$ cat config.mk
export PLATFORM = sky130hd
export DESIGN_NAME = irr_route_regs
export DESIGN_NICKNAME = d
export VERILOG_FILES = /design/src/rtl/irr_pkg.sv /design/src/rtl/irr_sel_decode.sv /design/src/rtl/irr_entry.sv /design/src/rtl/irr_route_regs.sv
export SDC_FILE = /design/constraint.sdc
export NUM_CORES = 2
export LEC_CHECK = 0
export CORE_AREA = 2 2 685 687
export DETAILED_ROUTE_END_ITERATION = 12
export DIE_AREA = 0 0 687 689
export PLACE_DENSITY_LB_ADDON = 0.2
export SLEW_MARGIN = 20
export SYNTH_ARGS = -nofsm -noshare
export SYNTH_HDL_FRONTEND = slang
export SYNTH_HIERARCHICAL = 1
export SYNTH_SLANG_ARGS = --single-unit
$ cat constraint.sdc
create_clock -name clk_i -period 5.1 [get_ports clk_i]
set_input_delay 0.51 -clock clk_i [delete_from_list [all_inputs] [get_ports clk_i]]
set_output_delay 0.51 -clock clk_i [all_outputs]
set_load 0.02 [all_outputs]
$ cat src/rtl/irr_pkg.sv
package irr_pkg;
  localparam int ENT_W    = 64;
  localparam int HALF_W   = 32;
  localparam int REM_BIT  = 14;
  localparam int MASK_BIT = 16;
  localparam int ID_LSB   = 24;
  localparam int ID_W     = 4;
  localparam logic [7:0]  OFS_SEL = 8'h00;
  localparam logic [7:0]  OFS_WIN = 8'h10;
  localparam logic [31:0] IX_VER  = 32'h0;
  localparam logic [31:0] IX_ID   = 32'h1;
  localparam logic [31:0] IX_ARB  = 32'h2;
  localparam logic [31:0] IX_TBL  = 32'h10;
  localparam logic [ENT_W-1:0] ENT_RST = ENT_W'(1) << MASK_BIT;
endpackage

$ cat src/rtl/irr_sel_decode.sv
module irr_sel_decode
  import irr_pkg::*;
#(
  parameter int NPINS = 24
) (
  input  logic [31:0] sel_i,
  output logic        ver_o,
  output logic        id_o,
  output logic        arb_o,
  output logic        tbl_ok_o,
  output logic        hi_o,
  output logic [31:0] idx_o
);
  logic [31:0] off;

  assign off      = sel_i - IX_TBL;
  assign idx_o    = {1'b0, off[31:1]};
  assign hi_o     = off[0];
  assign ver_o    = (sel_i == IX_VER);
  assign id_o     = (sel_i == IX_ID);
  assign arb_o    = (sel_i == IX_ARB);
  assign tbl_ok_o = (sel_i >= IX_TBL) && (idx_o < 32'(NPINS));
endmodule

$ cat src/rtl/irr_entry.sv
module irr_entry
  import irr_pkg::*;
(
  input  logic              clk_i,
  input  logic              rst_ni,
  input  logic              wr_lo_i,
  input  logic              wr_hi_i,
  input  logic [HALF_W-1:0] wdata_i,
  input  logic              rem_set_i,
  input  logic              rem_clr_i,
  output logic [ENT_W-1:0]  q_o
);
  always_ff @(posedge clk_i or negedge rst_ni) begin
    if (!rst_ni) begin
      q_o <= ENT_RST;
    end else begin
      if (wr_lo_i) q_o[HALF_W-1:0]     <= wdata_i;
      if (wr_hi_i) q_o[ENT_W-1:HALF_W] <= wdata_i;
      // servicing-side set outranks any clear in the same cycle
      if (rem_set_i)                 q_o[REM_BIT] <= 1'b1;
      else if (wr_lo_i || rem_clr_i) q_o[REM_BIT] <= 1'b0;
    end
  end
endmodule

$ cat src/rtl/irr_route_regs.sv
module irr_route_regs
  import irr_pkg::*;
#(
  parameter int         NPINS   = 24,
  parameter logic [7:0] VERSION = 8'h11
) (
  input  logic                   clk_i,
  input  logic                   rst_ni,
  input  logic [7:0]             bus_addr_i,
  input  logic                   bus_we_i,
  input  logic [3:0]             bus_size_i,
  input  logic [31:0]            bus_wdata_i,
  output logic [31:0]            bus_rdata_o,
  input  logic [NPINS-1:0]       req_i,
  input  logic [NPINS-1:0]       rem_set_i,
  input  logic [NPINS-1:0]       rem_clr_i,
  output logic [NPINS*ENT_W-1:0] entries_o,
  output logic [NPINS-1:0]       entry_upd_o,
  output logic [NPINS-1:0]       service_o
);
  localparam logic [7:0] PIN_MAX = 8'(NPINS - 1);

  logic [31:0]     sel_q;
  logic [ID_W-1:0] id_q;
  logic            wr_ok, win_wr;
  logic            dec_ver, dec_id, dec_arb, dec_tbl, dec_hi;
  logic [31:0]     dec_idx;
  logic [NPINS-1:0] wr_lo_s, wr_hi_s;
  logic [ENT_W-1:0] ent_s [NPINS];

  assign wr_ok  = bus_we_i && (bus_size_i == 4'd4 || bus_size_i == 4'd8);
  assign win_wr = wr_ok && (bus_addr_i == OFS_WIN);

  irr_sel_decode #(.NPINS(NPINS)) u_dec (
    .sel_i    (sel_q),
    .ver_o    (dec_ver),
    .id_o     (dec_id),
    .arb_o    (dec_arb),
    .tbl_ok_o (dec_tbl),
    .hi_o     (dec_hi),
    .idx_o    (dec_idx)
  );

  always_ff @(posedge clk_i or negedge rst_ni) begin
    if (!rst_ni) begin
      sel_q <= '0;
      id_q  <= '0;
    end else begin
      if (wr_ok && bus_addr_i == OFS_SEL) sel_q <= bus_wdata_i;
      if (win_wr && dec_id) id_q <= bus_wdata_i[ID_LSB +: ID_W];
    end
  end

  for (genvar i = 0; i < NPINS; i++) begin : g_pin
    assign wr_lo_s[i] = win_wr && dec_tbl && (dec_idx == 32'(i)) && !dec_hi;
    assign wr_hi_s[i] = win_wr && dec_tbl && (dec_idx == 32'(i)) &&  dec_hi;

    irr_entry u_ent (
      .clk_i     (clk_i),
      .rst_ni    (rst_ni),
      .wr_lo_i   (wr_lo_s[i]),
      .wr_hi_i   (wr_hi_s[i]),
      .wdata_i   (bus_wdata_i),
      .rem_set_i (rem_set_i[i]),
      .rem_clr_i (rem_clr_i[i]),
      .q_o       (ent_s[i])
    );

    assign entries_o[i*ENT_W +: ENT_W] = ent_s[i];
  end

  always_ff @(posedge clk_i or negedge rst_ni) begin
    if (!rst_ni) begin
      entry_upd_o <= '0;
      service_o   <= '0;
    end else begin
      entry_upd_o <= wr_lo_s | wr_hi_s;
      service_o   <= (wr_lo_s | wr_hi_s) & req_i;
    end
  end

  always_comb begin
    bus_rdata_o = '0;
    if (bus_addr_i == OFS_SEL) begin
      bus_rdata_o = sel_q;
    end else if (bus_addr_i == OFS_WIN) begin
      if (dec_ver)              bus_rdata_o = {8'h00, PIN_MAX, 8'h00, VERSION};
      else if (dec_id || dec_arb) bus_rdata_o = {{(8-ID_W){1'b0}}, id_q, 24'h0};
      else if (dec_tbl) begin
        for (int i = 0; i < NPINS; i++)
          if (dec_idx == 32'(i))
            bus_rdata_o = dec_hi ? ent_s[i][ENT_W-1:HALF_W] : ent_s[i][HALF_W-1:0];
      end
    end
  end
endmodule

* Word level (Yosys, flattened, before mapping) *
Cells that the tools add are included.

storage, ports and cells
  flip-flop bits (word level) = 1620
  bits of input ports = 119
  output and inout port bits = 1616
  logic and storage cells = 366

operators by class
  add/sub/neg operators = 1
  $lt $le $gt $ge = 2
  equality and inequality tests = 28
  muxes and demuxes = 125
  bitwise operators = 2
  reduce and logical (&&, ||, !) cells = 132

operators with widths
  operator                 number
  $mux W32                 53
  $mux W15                 24
  $eq A31 B4 Y1 const B    8
  $eq A31 B5 Y1 const B    8
  $eq A31 B3 Y1 const B    4
  $logic_and A1 B1 Y1      78
  $reduce_bool A3 Y1       24
  $logic_not A32 Y1        2
  $eq A31 B2 Y1 const B    2
  $mux W1                  48
  $eq A32 B1 Y1 const B    1
  $eq A32 B2 Y1 const B    1
  $ge A32 B5 Y1 const B    1
  $sub A32 B5 Y32 const B  1
  $eq A31 B1 Y1 const B    1
  $lt A31 B5 Y1 const B    1
  $logic_or A1 B1 Y1       26
  $and A24 B24 Y24         1
  $or A24 B24 Y24          1
  $eq A8 B5 Y1 const B     1
  $logic_not A8 Y1         1
  $eq A4 B3 Y1 const B     1
  $eq A4 B4 Y1 const B     1
  $logic_not A1 Y1         1

* Depth between registers and ports, before layout *
  depth in word-level cells = 31
  depth in mapped cells = 17
  gate-level depth less buffers = 15

* Modules after synthesis *
The synthesis kept the hierarchy.

modules (own cells, without submodules)
  module          instances  cells each  area each (µm²)  sequential area each (µm²)
  irr_entry       24         136         2517.4           1602.8
  irr_route_regs  1          2355        18739.2          2102.0
  irr_sel_decode  1          110         792.0            0.0

* Least setup slack after synthesis *
No wires, ideal clock.

  kind = register to register
  start = register sel_q[4]
  end = register g_pin[4].u_ent.q_o[0]
  data arrival time = 4.917 ns
  path slack = 0.058 ns
  cell stages (with the launch flop) = 17
  clock period less this slack = 5.042 ns
  cell sequence = dfrtp_1 > inv_1 > ha_1 > or3b_2 > or4_1 > nor4b_1 > xor2_1 > nor4_1 > nand3_1 > nor3_2 > buf_2 > buf_1 > nand2_1 > clkbuf_1 > nor3_1 > buf_6 > mux2_2

between the ends
  word-level cells in the longest chain between the ends = 6
  elaborated cells between the ends (all ways) = 8
  those cells by class = add/sub: 1; order compare: 2; eq/ne: 1; reduce/logical: 4

ends and longest elaborated chain
  what                                line                  source
  start: declaration                  irr_route_regs.sv:23  logic [31:0] sel_q;
  start signal: assignment            irr_route_regs.sv:49  if (wr_ok && bus_addr_i == OFS_SEL) sel_q <= bus_wdata_i;
  $sub A32 B5 Y32 *                   irr_sel_decode.sv:16  assign off = sel_i - IX_TBL;
  net dec_idx[3]                      irr_route_regs.sv:27  logic [31:0] dec_idx;
  $lt A31 B5 Y1                       irr_sel_decode.sv:22  assign tbl_ok_o = (sel_i >= IX_TBL) && (idx_o < 32'(NPINS));
  $logic_and A1 B1 Y1                 irr_sel_decode.sv:22
  $logic_and A1 B1 Y1                 irr_route_regs.sv:55  assign wr_lo_s[i] = win_wr && dec_tbl && (dec_idx == 32'(i)) && !dec_hi;
  $logic_and A1 B1 Y1 * (2 in a row)  irr_route_regs.sv:55
  net wr_lo_s[4]                      irr_route_regs.sv:28  logic [NPINS-1:0] wr_lo_s, wr_hi_s;
  end signal: indexed assignment      irr_entry.sv:17       if (wr_lo_i) q_o[HALF_W-1:0] <= wdata_i;
  end signal: indexed assignment      irr_entry.sv:18       if (wr_hi_i) q_o[ENT_W-1:HALF_W] <= wdata_i;
  end: declaration                    irr_entry.sv:11       output logic [ENT_W-1:0] q_o

The timed path passes the listed nets; every way through them passes the cells marked *.
A chain may end at the register's enable or synchronous reset.

* Worst setup path after layout *
  start = register sel_q[9]
  end = output bus_rdata_o[3]

between the ends
  word-level cells in the longest chain between the ends = 31
  elaborated cells between the ends (all ways) = 61
  those cells by class = add/sub: 1; order compare: 2; eq/ne: 25; mux: 29; reduce/logical: 4

ends and longest elaborated chain
  what                    line                  source
  $sub A32 B5 Y32 *       irr_sel_decode.sv:16
  net dec_idx[17]         irr_route_regs.sv:27
  $logic_not A32 Y1       irr_route_regs.sv:91  if (dec_idx == 32'(i))
  $mux W32 (24 in a row)  irr_route_regs.sv:91
  $mux W32 *              irr_route_regs.sv:89  else if (dec_tbl) begin
  $mux W32 *              irr_route_regs.sv:88  else if (dec_id || dec_arb) bus_rdata_o = {{(8-ID_W){1'b0}}, id_q, 24'h0};
  $mux W32 *              irr_route_regs.sv:87  if (dec_ver) bus_rdata_o = {8'h00, PIN_MAX, 8'h00, VERSION};
  $mux W32 *              irr_route_regs.sv:86  end else if (bus_addr_i == OFS_WIN) begin
  $mux W32 *              irr_route_regs.sv:84  if (bus_addr_i == OFS_SEL) begin
  end: declaration        irr_route_regs.sv:13  output logic [31:0] bus_rdata_o,

Marked as above.

==> summary.md <==
| Metric | Value |
|---|---|
| Outcome | finished, violations left |
| Violations in the final reports | setup timing |
| Peak VDD IR | around 0.28 mV |
| Dpl hpwl | approximately 490,000 um |
| Post-layout min period | around 6.8 ns |
| Largest area contributor in the netlist | dfrtp_1 |
| PD cells | 247 nW/um2 |
| TritonCTS Buffers | 214 |
| EDFF count, synth | 0 |
| Max_cap viols | 0 |
| RD Place Congestion | 0.916 |
| Top-Level Pins | 1,735 |
| Lkg Pwr | approximately 0.051 uW |
| Place WS | -2.08 ns |
| Final hold viol count | 0 |
| Post-synth top area share | 50.0% |
| Crit path required time | 4.59 ns |
| Cell Count Post-Placement | 14,329 |
| R2R Setup Slk | 0.23 ns |
| Crit end category | output pin |
| Area contributors post-synth | dfrtp_1 50%, mux2_4 14%, mux2_2 13%, mux2i_1 7.9%, buf_6 2.4% |
| Rows | 251 |
| Synth async-reset ratio | 100% |
| Number of routed nets with antenna violations | 0 |
| # port buffers | 1,734 |
| FF/Latch Area | 40,600 um2 |
| Share of cells above drive strength 1 | 42.3% |
| FF+latch count, synth | 1,620 |
| DP Area | 113,000 um2 |
| Met2 usage in global routing | 46.2% |
| Post-layout instance area | 123,000 um2 |
| R2R cell count | 19 |
| Drt initial violations | 4,810 |
| Layout Cells excl Fill | 14,807 |
| Latest clock arrival within the worst-skew pair | 0.95 ns |
| First-pass GRT wire length | a little under 800,000 um |
| Syn Inst Count | between 5,000 and 6,000 |
| Met3 usage | under 10% |
| RSZ-0062 raised after global routing | true |
| Final wirelength | 617,000 um |
| Setup TNS | -46.27 ns |
| Post-synth cell types | 77 |
| Initial antenna violation count | 79 |
| Total track usage | 25.1% |
| Worst R2R Start | sel_q[9] |
| Worst setup SP type | flop |
| Worst Setup Path Type | flop to output pin |
| Mapped Area | roughly 80,000 um2 |
| Register area share after synthesis | 50.7% |
| Drt first pass iters | 5 |
| GR met1 Demand/Resource | 27.9% |
| Starting Density | 17.2% |
| Setup WS post-layout | -1.66 ns |
| Most used DFF post-synth | dfrtp_1 |
| Vias in the first global route | slightly below 70,000 |
| Measured slew at the worst slew-check pin | 1.29 ns |
| Final core occ | between 20% and 30% |
| Core Area | 466,000 um2 |
| Vias per cell | 4.40 |
| Class of the worst hold path | input pin to asynchronous set/reset pin |
| Clock Path Buffers | 4 |
| Final Setup Violations | 32 |
| Via count | 65,125 |
| Die Span X | 687 um |
| Clock Pin Slew Worst Setup and Hold Paths | 0.06 ns |
| TritonCTS clock tree | yes |
| Multi-input logic area | 39,100 um2 |
| Final period util | 133% |
| H-tree lvl count | 4 |
| Total Die Area | 473,000 um2 |
| Post-Synthesis Net Count | 5,849 |
| Filler cell count | 48,471 |
| Average cell area after synthesis | about 14 um2 |
| RR Endpoint | g_pin[12].u_ent/q_o[63] |
| Area Overhead vs Synth | 54.0% |
| F_max | 148 MHz |
| Gr ovfl total | 0 |
| Wire per inst | 41.7 um |
| Data arrival time of the worst path | about 6.3 ns |
| Worst clock skew | 0.0972 ns |
| Clock root cell | clkbuf_16 |
| CP max FO | 9 |
| Post-route DRC | 0 |
| GRT busiest layer | met2 |
| Max-slew headroom | 14.1% |
| Die height | 689 um |
| CTS sink cnt | 1,620 |
| Largest net degree at the start of global routing | 143 |
| Final Max Slew Viols | 0 |
| # nets final | between 8,000 and 9,000 |
| Number of synthesis warnings | 6 |
==> placed cells by master (no fill, tap or decap), types with 14 or more instances in the layout <==
| cell type | instances |
|---|---|
| clkbuf_8 | 57 |
| nor2b_1 | 54 |
| a311oi_4 | 20 |
| clkinv_2 | 39 |
| dfstp_2 | 24 |
| clkbuf_16 | 215 |
| bufinv_16 | 19 |
| a21oi_1 | 179 |
| o211ai_1 | 31 |
| a211oi_1 | 41 |
| buf_4 | 965 |
| and3_1 | 21 |
| mux2i_1 | 627 |
| or2_2 | 27 |
| a221o_1 | 15 |
| o41ai_2 | 19 |
| buf_12 | 168 |
| nor3_2 | 57 |
| o22ai_4 | 17 |
| diode_2 | 45 |
| nor3b_1 | 30 |
| o21ai_1 | 14 |
| o22ai_1 | 117 |
| nand2_1 | 52 |
| a21oi_2 | 15 |
| o21ai_0 | 149 |
| o221ai_1 | 55 |
| o22ai_2 | 25 |
| dfrtp_1 | 1592 |
| buf_6 | 60 |
| mux2_4 | 720 |
| mux2_2 | 935 |
| nor3_1 | 20 |
| nor2_1 | 102 |
| clkdlybuf4s50_1 | 1669 |
| clkbuf_1 | 40 |
| a211o_1 | 22 |
==> flip-flops by register name (all words and copies together) (netlist names) <==
signal / cells
entry_upd_o: 24
g_pin.u_ent/q_o: 1536
sel_q: 32
service_o: 24
id_q: 4
==> worst max-delay path by stage <==
| stage | endpoint | start | slack, ns |
|---|---|---|---|
| global placement | bus_rdata_o[2] | sel_q[5] | -2.04 |
| detailed placement | bus_rdata_o[2] | sel_q[10] | -2.08 |
| floorplan | g_pin[4].u_ent/q_o[0] | sel_q[4] | 0.06 |
| finish | bus_rdata_o[3] | sel_q[9] | -1.66 |
| CTS | bus_rdata_o[3] | sel_q[5] | -1.72 |
| global route | bus_rdata_o[3] | sel_q[9] | -1.81 |
==> power breakdown <==
group	internal [uW]	switching, uW	total, uW
registers	12900	26.4	12900
logic	279	1060	1340
clock network	9530	6640	16200
total	22700	7730	30400
==> through the flow <==
stage	hold WS, ns	total power [uW]
2_1_floorplan	0.214	13300
3_3_place_gp	0.476	14500
3_5_place_dp	0.460	14500
4_1_cts	0.00139	30900
5_1_grt	0.0741	31300
6_report	0.0885	30400
==> area by class of cell <==
cell class / count / share of cell area, %
flip-flops and latches: 1620 / 33.0
multi-input cells: 3670 / 31.7
repair buffers: 2879 / 22.9
well taps: 6198 / 6.30
clock buffers: 311 / 5.11
clock inverters: 79 / 0.867
diodes: 45 / 0.0914
inverters: 5 / 0.0173
==> critical path, stage by stage, from the launching register on <==
cell	delay (ns)
dfrtp_1	0.38
or4_4	0.59
or4_4	0.55
nor4b_4	0.29
buf_4	0.18
xor2_4	0.08
buf_4	0.15
nor4_4	0.16
buf_4	0.17
nand3_4	0.12
nor3_4	0.18
buf_12	0.15
buf_8	0.12
nand2_4	0.08
buf_12	0.16
buf_4	0.13
o22ai_1	0.23
buf_4	0.18
a311oi_4	0.06
o41ai_2	0.37
buf_4	0.26
a31oi_4	0.15
buf_6	0.18
o22ai_4	0.20
buf_6	0.16
==> cell families after synthesis <==
family / share of synthesized area [%]
AOI/OAI and AO/OA: 6.86
xor gates and xnor gates: 0.285
adders and majority gates: 0.0156
buffers and inverters: 3.90
DFF: 50.7
muxes: 34.6
other: 0.00469
and+or+nand+nor: 3.58
==> layer usage <==
layer / share of wire (%) / routed length, um
met5: 0.0050 / 31
met4: 4.9 / 30400
met3: 5.9 / 36700
met2: 52 / 322000
met1: 37 / 228000
==> synthesized netlist by cell type (10+ instances only) <==
library cell / n
a211o_1: 22
a211oi_1: 49
a21oi_1: 204
a221o_1: 17
a221oi_1: 21
a311oi_1: 26
a31oi_1: 14
and2_1: 10
and3_1: 24
buf_1: 15
buf_2: 97
buf_4: 18
buf_6: 171
clkbuf_1: 133
dfrtp_1: 1596
dfstp_2: 24
mux2_2: 935
mux2_4: 720
mux2i_1: 632
nand2_1: 65
nand3_1: 13
nand4_1: 10
nor2_1: 116
nor2b_1: 55
nor3_1: 81
nor3b_1: 31
nor4_1: 16
o211ai_1: 31
o21ai_0: 165
o221ai_1: 69
o22ai_1: 159
o41ai_1: 25
or2_2: 27
or3_1: 11
xnor2_1: 11
xor2_1: 15
==> what timing repair did <==
action	CTS	global route
hold endpoints to repair	50	0
hold buffers	1	0
resized for setup	455	73
buffers inserted	43	13
pin swaps	122	52
cloned	4	1
endpoints found under the setup margin	858	32
(Power assumes the default switching activity.)
